==> config.mk <==
export PLATFORM = sky130hd
export DESIGN_NAME = edge_capture_unit
export DESIGN_NICKNAME = d
export VERILOG_FILES = /design/src/rtl/ecu_pkg.sv /design/src/rtl/ecu_sync.sv /design/src/rtl/ecu_edge_detect.sv /design/src/rtl/ecu_channel.sv /design/src/rtl/edge_capture_unit.sv
export SDC_FILE = /design/constraint.sdc
export NUM_CORES = 1
export LEC_CHECK = 0
export BUFFER_PORTS_ARGS = -buffer_cell sky130_fd_sc_hd__buf_4
export CAP_MARGIN = 0
export CORE_MARGIN = 2
export CORE_UTILIZATION = 50
export DETAILED_ROUTE_END_ITERATION = 7
export GPL_ROUTABILITY_DRIVEN = 1
export HOLD_SLACK_MARGIN = 0.03
export PLACE_DENSITY = 0.78
export RECOVER_POWER = 25
export SLEW_MARGIN = 0
export SYNTH_ARGS = -nofsm -noshare
export SYNTH_HDL_FRONTEND = slang
export SYNTH_SLANG_ARGS = --single-unit
==> constraint.sdc <==
create_clock -name clk -period 5.5 [get_ports clk]
set_clock_uncertainty 0.15 [all_clocks]
set_input_delay 0 -clock clk [delete_from_list [all_inputs] [get_ports clk]]
set_output_delay 0 -clock clk [all_outputs]
set_load 0.005 [all_outputs]
==> src/rtl/ecu_pkg.sv <==
package ecu_pkg;
  typedef enum logic [1:0] {
    EDGE_OFF  = 2'b00,
    EDGE_RISE = 2'b01,
    EDGE_FALL = 2'b10,
    EDGE_ANY  = 2'b11
  } edge_mode_e;
endpackage

==> src/rtl/ecu_sync.sv <==
module ecu_sync #(
  parameter int STAGES = 2
) (
  input  logic clk,
  input  logic rst_n,
  input  logic d,
  output logic q
);
  logic [STAGES-1:0] chain;

  generate
    genvar g;
    for (g = 0; g < STAGES; g++) begin : g_stage
      if (g == 0) begin : g_first
        always_ff @(posedge clk or negedge rst_n)
          if (!rst_n) chain[0] <= 1'b0;
          else        chain[0] <= d;
      end else begin : g_next
        always_ff @(posedge clk or negedge rst_n)
          if (!rst_n) chain[g] <= 1'b0;
          else        chain[g] <= chain[g-1];
      end
    end
  endgenerate

  assign q = chain[STAGES-1];
endmodule

==> src/rtl/ecu_edge_detect.sv <==
module ecu_edge_detect
  import ecu_pkg::*;
(
  input  logic       clk,
  input  logic       rst_n,
  input  logic       level,
  input  logic [1:0] mode,
  output logic       hit
);
  logic       prev_q;
  logic       rise, fall;
  edge_mode_e m;

  always_ff @(posedge clk or negedge rst_n)
    if (!rst_n) prev_q <= 1'b0;
    else        prev_q <= level;

  assign rise = level & ~prev_q;
  assign fall = ~level & prev_q;
  assign m    = edge_mode_e'(mode);

  always_comb begin
    unique case (m)
      EDGE_OFF:  hit = 1'b0;
      EDGE_RISE: hit = rise;
      EDGE_FALL: hit = fall;
      EDGE_ANY:  hit = rise | fall;
      default:   hit = 1'b0;
    endcase
  end

  // a detection always corresponds to a change of the sampled level
  assert_hit_needs_change_R5: assert property (@(posedge clk) disable iff (!rst_n)
    hit |=> ($past(level) != $past(prev_q)));
  // disabled mode never reports an edge
  assert_off_no_hit_R6: assert property (@(posedge clk) disable iff (!rst_n)
    (mode == 2'b00) |-> !hit);
endmodule

==> src/rtl/ecu_channel.sv <==
module ecu_channel #(
  parameter int TW = 16,
  parameter int SYNC_STAGES = 2
) (
  input  logic          clk,
  input  logic          rst_n,
  input  logic          pin,
  input  logic [1:0]    mode,
  input  logic [TW-1:0] timer_val,
  input  logic          clr,
  output logic [TW-1:0] cap_q,
  output logic          flag_q
);
  logic pin_s;
  logic hit;

  ecu_sync #(.STAGES(SYNC_STAGES)) u_sync (
    .clk(clk), .rst_n(rst_n), .d(pin), .q(pin_s)
  );

  ecu_edge_detect u_det (
    .clk(clk), .rst_n(rst_n), .level(pin_s), .mode(mode), .hit(hit)
  );

  always_ff @(posedge clk or negedge rst_n)
    if (!rst_n)   cap_q <= '0;
    else if (hit) cap_q <= timer_val;

  // capture has priority over a simultaneous clear
  always_ff @(posedge clk or negedge rst_n)
    if (!rst_n)    flag_q <= 1'b0;
    else if (hit)  flag_q <= 1'b1;
    else if (clr)  flag_q <= 1'b0;

  assert_cap_takes_timer_R7: assert property (@(posedge clk) disable iff (!rst_n)
    hit |=> (cap_q == $past(timer_val)));
  assert_cap_holds_without_hit_R10: assert property (@(posedge clk) disable iff (!rst_n)
    !hit |=> $stable(cap_q));
  assert_hit_beats_clear_R9: assert property (@(posedge clk) disable iff (!rst_n)
    (hit && clr) |=> flag_q);
  assert_flag_falls_only_on_clear_R8: assert property (@(posedge clk) disable iff (!rst_n)
    $fell(flag_q) |-> $past(clr));
endmodule

==> src/rtl/edge_capture_unit.sv <==
module edge_capture_unit #(
  parameter int NCH = 2,
  parameter int TW = 16,
  parameter int SYNC_STAGES = 2
) (
  input  logic              clk,
  input  logic              rst_n,
  input  logic [TW-1:0]     timer_val,
  input  logic [NCH-1:0]    evt_pin,
  input  logic [2*NCH-1:0]  edge_mode,
  input  logic [NCH-1:0]    irq_en,
  input  logic [NCH-1:0]    flag_clr,
  output logic [NCH*TW-1:0] cap_val,
  output logic [NCH-1:0]    cap_flag,
  output logic              irq
);
  localparam int MW = 2;

  generate
    genvar c;
    for (c = 0; c < NCH; c++) begin : g_ch
      ecu_channel #(.TW(TW), .SYNC_STAGES(SYNC_STAGES)) u_ch (
        .clk(clk),
        .rst_n(rst_n),
        .pin(evt_pin[c]),
        .mode(edge_mode[c*MW +: MW]),
        .timer_val(timer_val),
        .clr(flag_clr[c]),
        .cap_q(cap_val[c*TW +: TW]),
        .flag_q(cap_flag[c])
      );
    end
  endgenerate

  assign irq = |(cap_flag & irq_en);

  assert_irq_masked_R11: assert property (@(posedge clk) disable iff (!rst_n)
    ((cap_flag & irq_en) == '0) |-> !irq);
endmodule

==> results.md, run 1 <==
Clocking:
- The CTS tree is done.
- The number of H-tree branching levels is 2.
- Post-CTS timing repair inserted 0 buffers for setup.
- The number of buffers created by CTS is 5.
- CTS placed an instance of sky130_fd_sc_hd__clkbuf_8 at the clock tree root.
- The number of gates resized after CTS was 0.
- Clock tree synthesis found a total of 40 sinks.
- After clock tree synthesis, the clock-pin slew on the worst setup and hold paths is 80 ps.
- The number of buffers on the longest clock path is 2.
- The worst-skew pair later-pin latency is approximately 280 ps.

Finish:
- The final net count is ~330.
- The filler cells instantiated in the layout total approximately 350.
- The total inserted antenna cells is 0.
- From synthesis to final layout, the design area changed by 33.37%.
- The end-of-flow core utilization is between 70 and 80%.
- The final non-filler cell total is roughly 350.
- Of the cells placed in the final design, the portion with a size suffix greater than 1 is 35.81%.

Setup path:
- The cell with the largest stage delay on the worst path is sky130_fd_sc_hd__ha_1.
- The count of buffering cells on the critical path with inverters included is 2.
- The cell family contributing the most delay on the critical path is adder cells.
- In this run the worst path has a maximum fanout of 33.
- The critical path's largest stage delay is between 900 and 1000 ps.
- The worst setup path category is flip-flop to flip-flop.
- The arrival time of data at the critical path endpoint is 2840 ps.
- The required arrival time at the worst endpoint is between 5000 and 6000 ps.
- STA classifies the critical path startpoint as a flip-flop.
- STA classifies the critical path endpoint as a flip-flop.
- Walking the worst path, the cells encountered are inv_1 > ha_1 > a21bo_2 > a21oi_1 > a221o_1 > dlygate4sd3_1.

Timing:
- The final setup TNS is 0 ps.
- The final hold violation count is 0.
- Setup repair after global routing left no endpoint under its margin.
- The slack of the critical path is roughly 2700 ps.
- The highest clock rate is ~350 MHz.
- Setup violations remaining at the end of the flow were counted as 0.
- The worst path needs around 2800 ps of the cycle, external delays included.
- The normalized max-slew margin is -47.64%.
- The transition time of the tightest slew-check pin is between 2000 and 2500 ps.
- Of the available clock period, the critical path in the final layout requires approximately 51%.
- The final-report max-slew violation count is 41.

Die:
- In this run the horizontal extent of the chip is 72.24 um.
- The I/O pin count is 63.
- The core region is roughly 4400 um^2.
- The initial cell density of the core is a little over half.
- The overall die area is 5219 um^2.
- The overall die height is just over 70 um.
- After floorplanning, the core was divided into 24 placement rows.

Global route:
- The total overflow reported by the global router is 0.
- The wire length of the first global-routing pass is approximately 10000 um.
- The pin count of the biggest net entering global routing is approximately 40.
- The number of global-route vias before repair was roughly 2100.
- The initial antenna violation count is 0.
- The overall track demand over capacity in global routing is 24.18%.

Detailed routing:
- After detailed routing, the average wire length per cell comes to 17.63 um.
- The routed layout has between 2000 and 2500 vias.
- The highest metal layer carrying signal wires in the routed design is met4.
- The iteration-0 DRC count of the detailed router is 180.
- Dividing the detail-routed via count by the number of cells gives slightly above 6.
- The total iterations of the first detailed-routing run is 4.
- In the routed design, unresolved DRC markers number 0.
- Detailed routing placed a total of 354 um of wire on met3.
- After detailed routing, the wire length on met1 is between 2000 and 3000 um.
- The count of antenna-violating nets left after detailed routing is 0.
- The total wire length after detailed routing is between 6000 and 7000 um.
- After detailed routing, the met2 layer carries 3001 um of wire.

Logic synthesis:
- The number of distinct library cell variants in the gate-level netlist after synthesis is 19.
- Of all cell types, the one taking the most synthesized area is sky130_fd_sc_hd__dfrtp_1.
- Yosys attributes the largest share of cell area to sky130_fd_sc_hd__dfrtp_1 (43%), sky130_fd_sc_hd__a21bo_2 (14%), sky130_fd_sc_hd__a221o_1 (14%).
- The net count of the mapped netlist is approximately 250.
- Yosys mapped a number of flops with a built-in enable equal to 0.
- The mean cell area of the mapped netlist is 10.54 um^2.
- Counting flops and latches in the post-synthesis netlist gives 40.
- By count the netlist is led by sky130_fd_sc_hd__dfrtp_1 (40), sky130_fd_sc_hd__a21bo_2 (32), sky130_fd_sc_hd__a21oi_1 (32), sky130_fd_sc_hd__a221o_1 (32), sky130_fd_sc_hd__nand3_1 (32).
- The share of the Yosys chip area taken by registers is between 40% and 50%.
- Summing every instance area after synthesis gives 2328 um^2.
- Summed over its instances, the top area cell type makes up a little over two fifths of the synthesized netlist area.
- The Yosys step of the flow raised 0 warnings.
- Synthesis produced about 220 cells.
- For this run, the leading register cell type out of synthesis is sky130_fd_sc_hd__dfrtp_1.
- In the synthesized netlist the async set-or-reset flop fraction comes to 100.0%.
- The most common cell in the synthesized netlist is sky130_fd_sc_hd__dfrtp_1.

Flow run:
- Max-cap violations in this run came to 1.

Placed design:
- The number of input and output port buffers inserted is between 60 and 70.
- Before CTS, the worst setup slack after placement is approximately 3300 ps.
- The detailed-placement wirelength estimate is around 3700 um.
- Routability-driven placement finished with a final weighted congestion of 0.7199.
- In this run, placement finished with an instance count of 308.

Power and ir drop:
- The power per cell area is 282.4 nW/um^2.
- IR analysis of the VDD net gives a maximum drop of between 0.15 and 0.2 mV.
- The overall power of the completed layout is between 0.0008 and 0.0009 W.
- The leakage dissipation is 1.437 nW.

Outcome:
- The final reports fail on max-capacitance violations, max-slew violations.
- The run finished, with violations left.

Hold path:
- The min-delay analysis places its worst path in the category input port to output pin.
## kinds of logic after synthesis
kind of cell	after synthesis	share of synthesized area, %
adder cells (fa/ha/maj)	4	2.149
flip-flops	40	42.99
buffers and inverters	34	8.167
AO/OA/AOI/OAI	101	36.49
AND/OR/NAND/NOR	42	10.21
## tightest hold or removal path, stage by stage
cell and delay, ps:
sky130_fd_sc_hd__buf_4 80, sky130_fd_sc_hd__a22o_1 110, sky130_fd_sc_hd__buf_4 100
## metrics by stage
step | hold slack, ps | instance area [um^2]
floorplan | -445.6 | 2328
global placement | -132.4 | 2699
detailed placement | -131.2 | 2699
CTS | 98.91 | 3109
global route | 170.4 | 3105
finish | 148.2 | 3105
## routing by layer
metal  vias to the layer above  GRT usage (%)
met1                      1075          33.69
met2                        70          38.12
li1                        986              -
met5                         -              0
met4                         0          7.757
met3                        11          4.722
## path summary, 6_finish.rpt
check,startpoint,to,slack (ps),cells past startpoint
worst max-delay path,g_ch[0].u_ch.u_sync.q,g_ch[0].u_ch.cap_q[10],2680,6
worst min-delay path,irq_en[1],irq,150,3
worst min register to register,g_ch[1].u_ch.u_sync.chain[0],g_ch[1].u_ch.u_sync.q,200,0
max in group asynchronous,rst_n,g_ch[0].u_ch.cap_q[11],3180,2
min in group asynchronous,rst_n,g_ch[1].u_ch.cap_q[11],760,2
worst max register to register,g_ch[0].u_ch.u_sync.q,g_ch[0].u_ch.cap_q[10],2680,6
## sequential cells by signal, summed over array words and instances, names as in the netlist
name / count
g_ch.u_ch.cap_q: 32
g_ch.u_ch.flag_q: 2
g_ch.u_ch.u_det.prev_q: 2
g_ch.u_ch.u_sync.chain: 2
g_ch.u_ch.u_sync.q: 2
## power breakdown
| group | switching [W] | internal [W] | leakage, nW |
|---|---|---|---|
| clock network | 0.000103 | 0.000103 | 0.0455 |
| registers | 0.0000404 | 0.000341 | 0.499 |
| logic | 0.000105 | 0.000184 | 0.893 |
## layout by cell type, fill, tap and decap left out
master	count
sky130_fd_sc_hd__a22o_1	1
sky130_fd_sc_hd__a221o_1	32
sky130_fd_sc_hd__nand2_1	2
sky130_fd_sc_hd__a21bo_2	32
sky130_fd_sc_hd__and3_4	2
sky130_fd_sc_hd__nand2b_4	2
sky130_fd_sc_hd__ha_1	4
sky130_fd_sc_hd__nand3_1	32
sky130_fd_sc_hd__inv_1	6
sky130_fd_sc_hd__a21oi_1	32
sky130_fd_sc_hd__dlygate4sd3_1	32
sky130_fd_sc_hd__clkbuf_4	2
sky130_fd_sc_hd__buf_4	60
sky130_fd_sc_hd__clkbuf_8	6
sky130_fd_sc_hd__dfrtp_1	40
sky130_fd_sc_hd__a21boi_2	2
sky130_fd_sc_hd__clkbuf_1	3
sky130_fd_sc_hd__a211o_1	2
sky130_fd_sc_hd__nor2_1	2
sky130_fd_sc_hd__nand2b_1	2
## what timing repair did
item | CTS | global route
setup endpoints to repair | 0 | 0
hold buffers | 32 | 0
endpoints found under the hold margin | 76 | 0
## cell type report
cell class              instances  area, um^2  share of cell area, %
flip-flops and latches         40        1001                  32.23
well taps                      52       65.06                  2.095
clock buffers                   8       90.09                  2.901
inverters                       6       22.52                 0.7252
repair buffers                 95       789.5                  25.42
multi-input cells             147        1137                  36.62
No activity file was read; power rests on OpenSTA's default activity.
==> run 2: changes to the inputs <==
- ABC_AREA: not set -> 1
- CORE_UTILIZATION: 50 -> 49
- PLACE_DENSITY: 0.78 -> 0.8
- clock period: 5.5 -> 2.6 ns (I/O delays scaled with it)
==> results.md, run 2 <==
Logic synthesis:
- In this run, synthesis produced a sequential element count of 40.
- The commonest cells after synthesis are sky130_fd_sc_hd__nand3_1 (64), sky130_fd_sc_hd__dfrtp_1 (40), sky130_fd_sc_hd__nand2_1 (38).
- The synthesized netlist occupies a cell area of between 1500 and 2000 um^2.
- Of all cell types, the one taking the most synthesized area is sky130_fd_sc_hd__dfrtp_1.
- The number of nets handed over by synthesis was about 220.
- The mean cell area of the mapped netlist is about 9.7 um^2.
- The sequential share of the synthesized area is a little under three fifths.
- The async set-or-reset flop fraction in the synthesized netlist is 100.0%.
- In the post-synthesis netlist, the cell with the most instances is sky130_fd_sc_hd__nand3_1.
- Synthesis produced a netlist whose cell count is ~190.
- The share of synthesized area in the top cell type comes to 55.83%.
- The number of enable-type register cells in the synthesized netlist is 0.
- The number of distinct library cell variants in the gate-level netlist after synthesis is 13.
- The top flip-flop cell by instance count after synthesis is sky130_fd_sc_hd__dfrtp_1.
- After synthesis, the cell types taking the most area are sky130_fd_sc_hd__dfrtp_1 (56%), sky130_fd_sc_hd__nand3_1 (18%), sky130_fd_sc_hd__nand2_1 (8.0%).
- The number of warning messages in the yosys log is 0.

Setup path:
- The worst register-to-register path ends at g_ch[1].u_ch.cap_q[14].
- The worst setup path category is flip-flop to flip-flop.
- The required arrival time at the worst endpoint is around 2700 ps.
- The cell with the largest stage delay on the worst path is sky130_fd_sc_hd__dlygate4sd3_1.
- Counting buffers and inverters, the worst setup path is 7 cells deep.
- Of all nets on the critical path, the largest fanout is 16.
- The origin of the critical flop-to-flop path is g_ch[1].u_ch.u_sync.q.
- The cell family contributing the most delay on the critical path is buffers and inverters.
- The flop-to-flop setup slack is roughly 490 ps.
- The worst setup path is captured at a flip-flop.
- The signal on the critical path passes through ha_1 > inv_1 > nand2_1 > nand3_4 > nand3_1 > dlygate4sd3_1 > nand2_1.
- The arrival time of data at the critical path endpoint is between 2000 and 2500 ps.
- The cell that appears most often on the critical path is sky130_fd_sc_hd__nand2_1.
- The largest single stage delay on the critical path is ~600 ps.
- The nature of the critical path startpoint is a flip-flop.
- The worst register-to-register path has a depth of 7.
- The count of buffering cells on the critical path with inverters included is 2.

Detailed routing:
- The detail-routed net length per standard cell is 14.79 um.
- The total wire length after detailed routing is between 4000 and 5000 um.
- In the routed layout, each cell is associated on average with a via count of ~5.2.
- The first routing iteration left between 100 and 150 violations.
- In this run the remaining antenna-violating nets after routing total 0.
- For this run, the detailed router's first-pass iteration total came to 4.
- The number of design rule violations left after detail routing is 0.
- The via count of the routed design is approximately 1700.

Finish:
- The end-of-flow core utilization is about 76%.
- The flip-flop count of the largest register, all copies and words added is 32.
- The total inserted antenna cells is 0.
- The net count of the finished layout is 305.
- The area of the multi-input gates is approximately 650 um^2.
- The filler cells instantiated in the layout total approximately 250.
- The commonest non-fill, non-tap cell in the layout is sky130_fd_sc_hd__nand3_1.
- The share of layout cells above drive strength 1 is between 30% and 40%.
- The register bank with the most flops is g_ch.u_ch.cap_q.
- The library cells used most frequently in the layout, excluding fill and tap cells, are sky130_fd_sc_hd__nand3_1 (64), sky130_fd_sc_hd__buf_4 (59), sky130_fd_sc_hd__dfrtp_1 (40).
- In the final layout, flip-flops and latches occupy ~1000 um^2.
- The synthesis-to-layout area growth is 44.31%.
- Summing all non-filler instances in the final layout gives an area of 2587 um^2.

Power and ir drop:
- Across the VDD grid, the largest voltage drop is between 0.3 and 0.4 mV.
- The power per cell area is ~620 nW/um^2.
- Summed over all cells, the static leakage comes to around 1.4 nW.

Placed design:
- The placer congestion estimate is around 0.76.
- The HPWL after detailed placement is between 2000 and 3000 um.
- The number of input and output port buffers inserted is 62.
- In this run the cell area measured after placement is 2226 um^2.

Flow run:
- Across the run, the number of max-cap violations was 0.

Clocking:
- The CTS tree is done.
- The cell sitting at the root of the clock tree is a sky130_fd_sc_hd__clkbuf_4.
- The clock transition at the registers of the reported paths is between 100 and 150 ps.
- The clock sink count is 40.
- The number of H-tree branching levels is 2.
- Counting the buffers created by CTS gives 5.
- The post-CTS setup-driven buffer insertion count is 0.
- The clock passes through at most 2 buffers.
- The later pin in the worst-skew pair is clocked with a latency of around 340 ps.

Hold path:
- The startpoint identified for the worst hold timing path is edge_mode[0].
- Counting instances, the worst hold path has a depth of 5.
- The worst hold path terminates at g_ch[0].u_ch.cap_q[2].
- The worst hold path belongs to the class input port to flip-flop.

Timing:
- The post-route worst hold slack is 41.07 ps.
- The highest clock rate is approximately 470 MHz.
- Setup repair after global routing left no endpoint under its margin.
- The portion of the clock cycle consumed by the worst path in the final layout is about 81%.
- The time the worst path needs with I/O delays and setup is approximately 2100 ps.
- The normalized max-slew margin is 37.01%.
- The final hold violation count was 0.
- For the pin with the worst max-slew slack, the measured transition is about 940 ps.
- After routing, the total negative slack on setup checks comes to 0 ps.
- The final-report max-slew violation count is 0.
- Setup violations remaining at the end of the flow were counted as 0.

Die:
- In this run the standard cell core region covers about 3400 um^2.
- The row count is 21.
- For this design the top-level I/O count stands at 63.
- The die is around 64 um wide.
- The overall die height is around 64 um.
- The initial cell density of the core is 52.49%.
- The overall die area is around 4200 um^2.

Global route:
- The wire length of the first global-routing pass is just under 8000 um.
- The initial antenna violation count was 0.
- Entering global routing, the biggest net connects 41 pins.
- The overall track demand over capacity in global routing is 25.25%.
- The total overflow reported by the global router is 0.
- The number of global-route vias before repair is around 1700.

Outcome:
- The run finished with clean final reports.
==> run 2: cells by family (layout without fill, tap and decap cells) <==
family / after synthesis / count (layout) / share of synthesized area (%)
simple gates: 114 / 114 / 32.10
flops: 40 / 40 / 55.83
buf+inv: 24 / 113 / 7.955
fa+ha+maj: 4 / 4 / 2.791
compound gates: 3 / 3 / 1.326
==> run 2: worst max path at each step <==
stage                               from                     end
2_1_floorplan  g_ch[1].u_ch.u_det.prev_q   g_ch[1].u_ch.cap_q[0]
3_3_place_gp   g_ch[0].u_ch.u_det.prev_q   g_ch[0].u_ch.cap_q[1]
3_5_place_dp   g_ch[0].u_ch.u_det.prev_q  g_ch[0].u_ch.cap_q[11]
4_1_cts            g_ch[1].u_ch.u_sync.q  g_ch[1].u_ch.cap_q[14]
5_1_grt        g_ch[1].u_ch.u_det.prev_q  g_ch[1].u_ch.cap_q[14]
6_report           g_ch[1].u_ch.u_sync.q  g_ch[1].u_ch.cap_q[14]
==> run 2: repair_timing <==
| item | in CTS | in global routing |
|---|---|---|
| hold buffers | 29 | 0 |
| gates resized for setup | 0 | 0 |
| hold endpoints to repair | 76 | 0 |
==> run 2: where the power goes <==
part	leakage [nW]	total [W]	switching (W)	internal, W
Clock	0.0422	0.000401	0.000200	0.000202
Combinational	0.836	0.000415	0.000185	0.000230
Sequential	0.475	0.000781	0.0000641	0.000717
==> run 2: routing by layer <==
layer	vias to the layer above	wire length (um)	track usage, %	share of wire (%)
met4	0	69	8.245	1.5
met3	9	270	6.076	5.7
met2	71	2457	42.58	52
met5	-	0	0	0
li1	794	-	-	-
met1	796	1935	32.17	41
==> run 2: cell type report <==
| cell class | count | area share [%] |
|---|---|---|
| flip-flops and latches | 40 | 38.68 |
| repair buffers | 91 | 29.01 |
| multi-input cells | 121 | 25.10 |
| well taps | 46 | 2.224 |
| inverters | 14 | 2.031 |
| clock buffers | 6 | 1.596 |
| clock inverters | 2 | 1.354 |
==> run 2: through the flow <==
stage | setup WS [ps] | total power [W] | cells
final | 493.0 | 0.001597 | 320
after detailed placement | 1000 | 0.001168 | 283
after global placement | 1034 | 0.001158 | 283
after global routing | 390.1 | 0.001688 | 320
after CTS | 579.7 | 0.001600 | 320
after floorplan | 1196 | 0.0009475 | 185
==> run 2: tightest hold or removal path, stage by stage <==
cell                      delay, ps
sky130_fd_sc_hd__buf_4          110
sky130_fd_sc_hd__nand2_1         90
sky130_fd_sc_hd__nand3_4        170
sky130_fd_sc_hd__nand3_1         90
sky130_fd_sc_hd__nand2_1         50
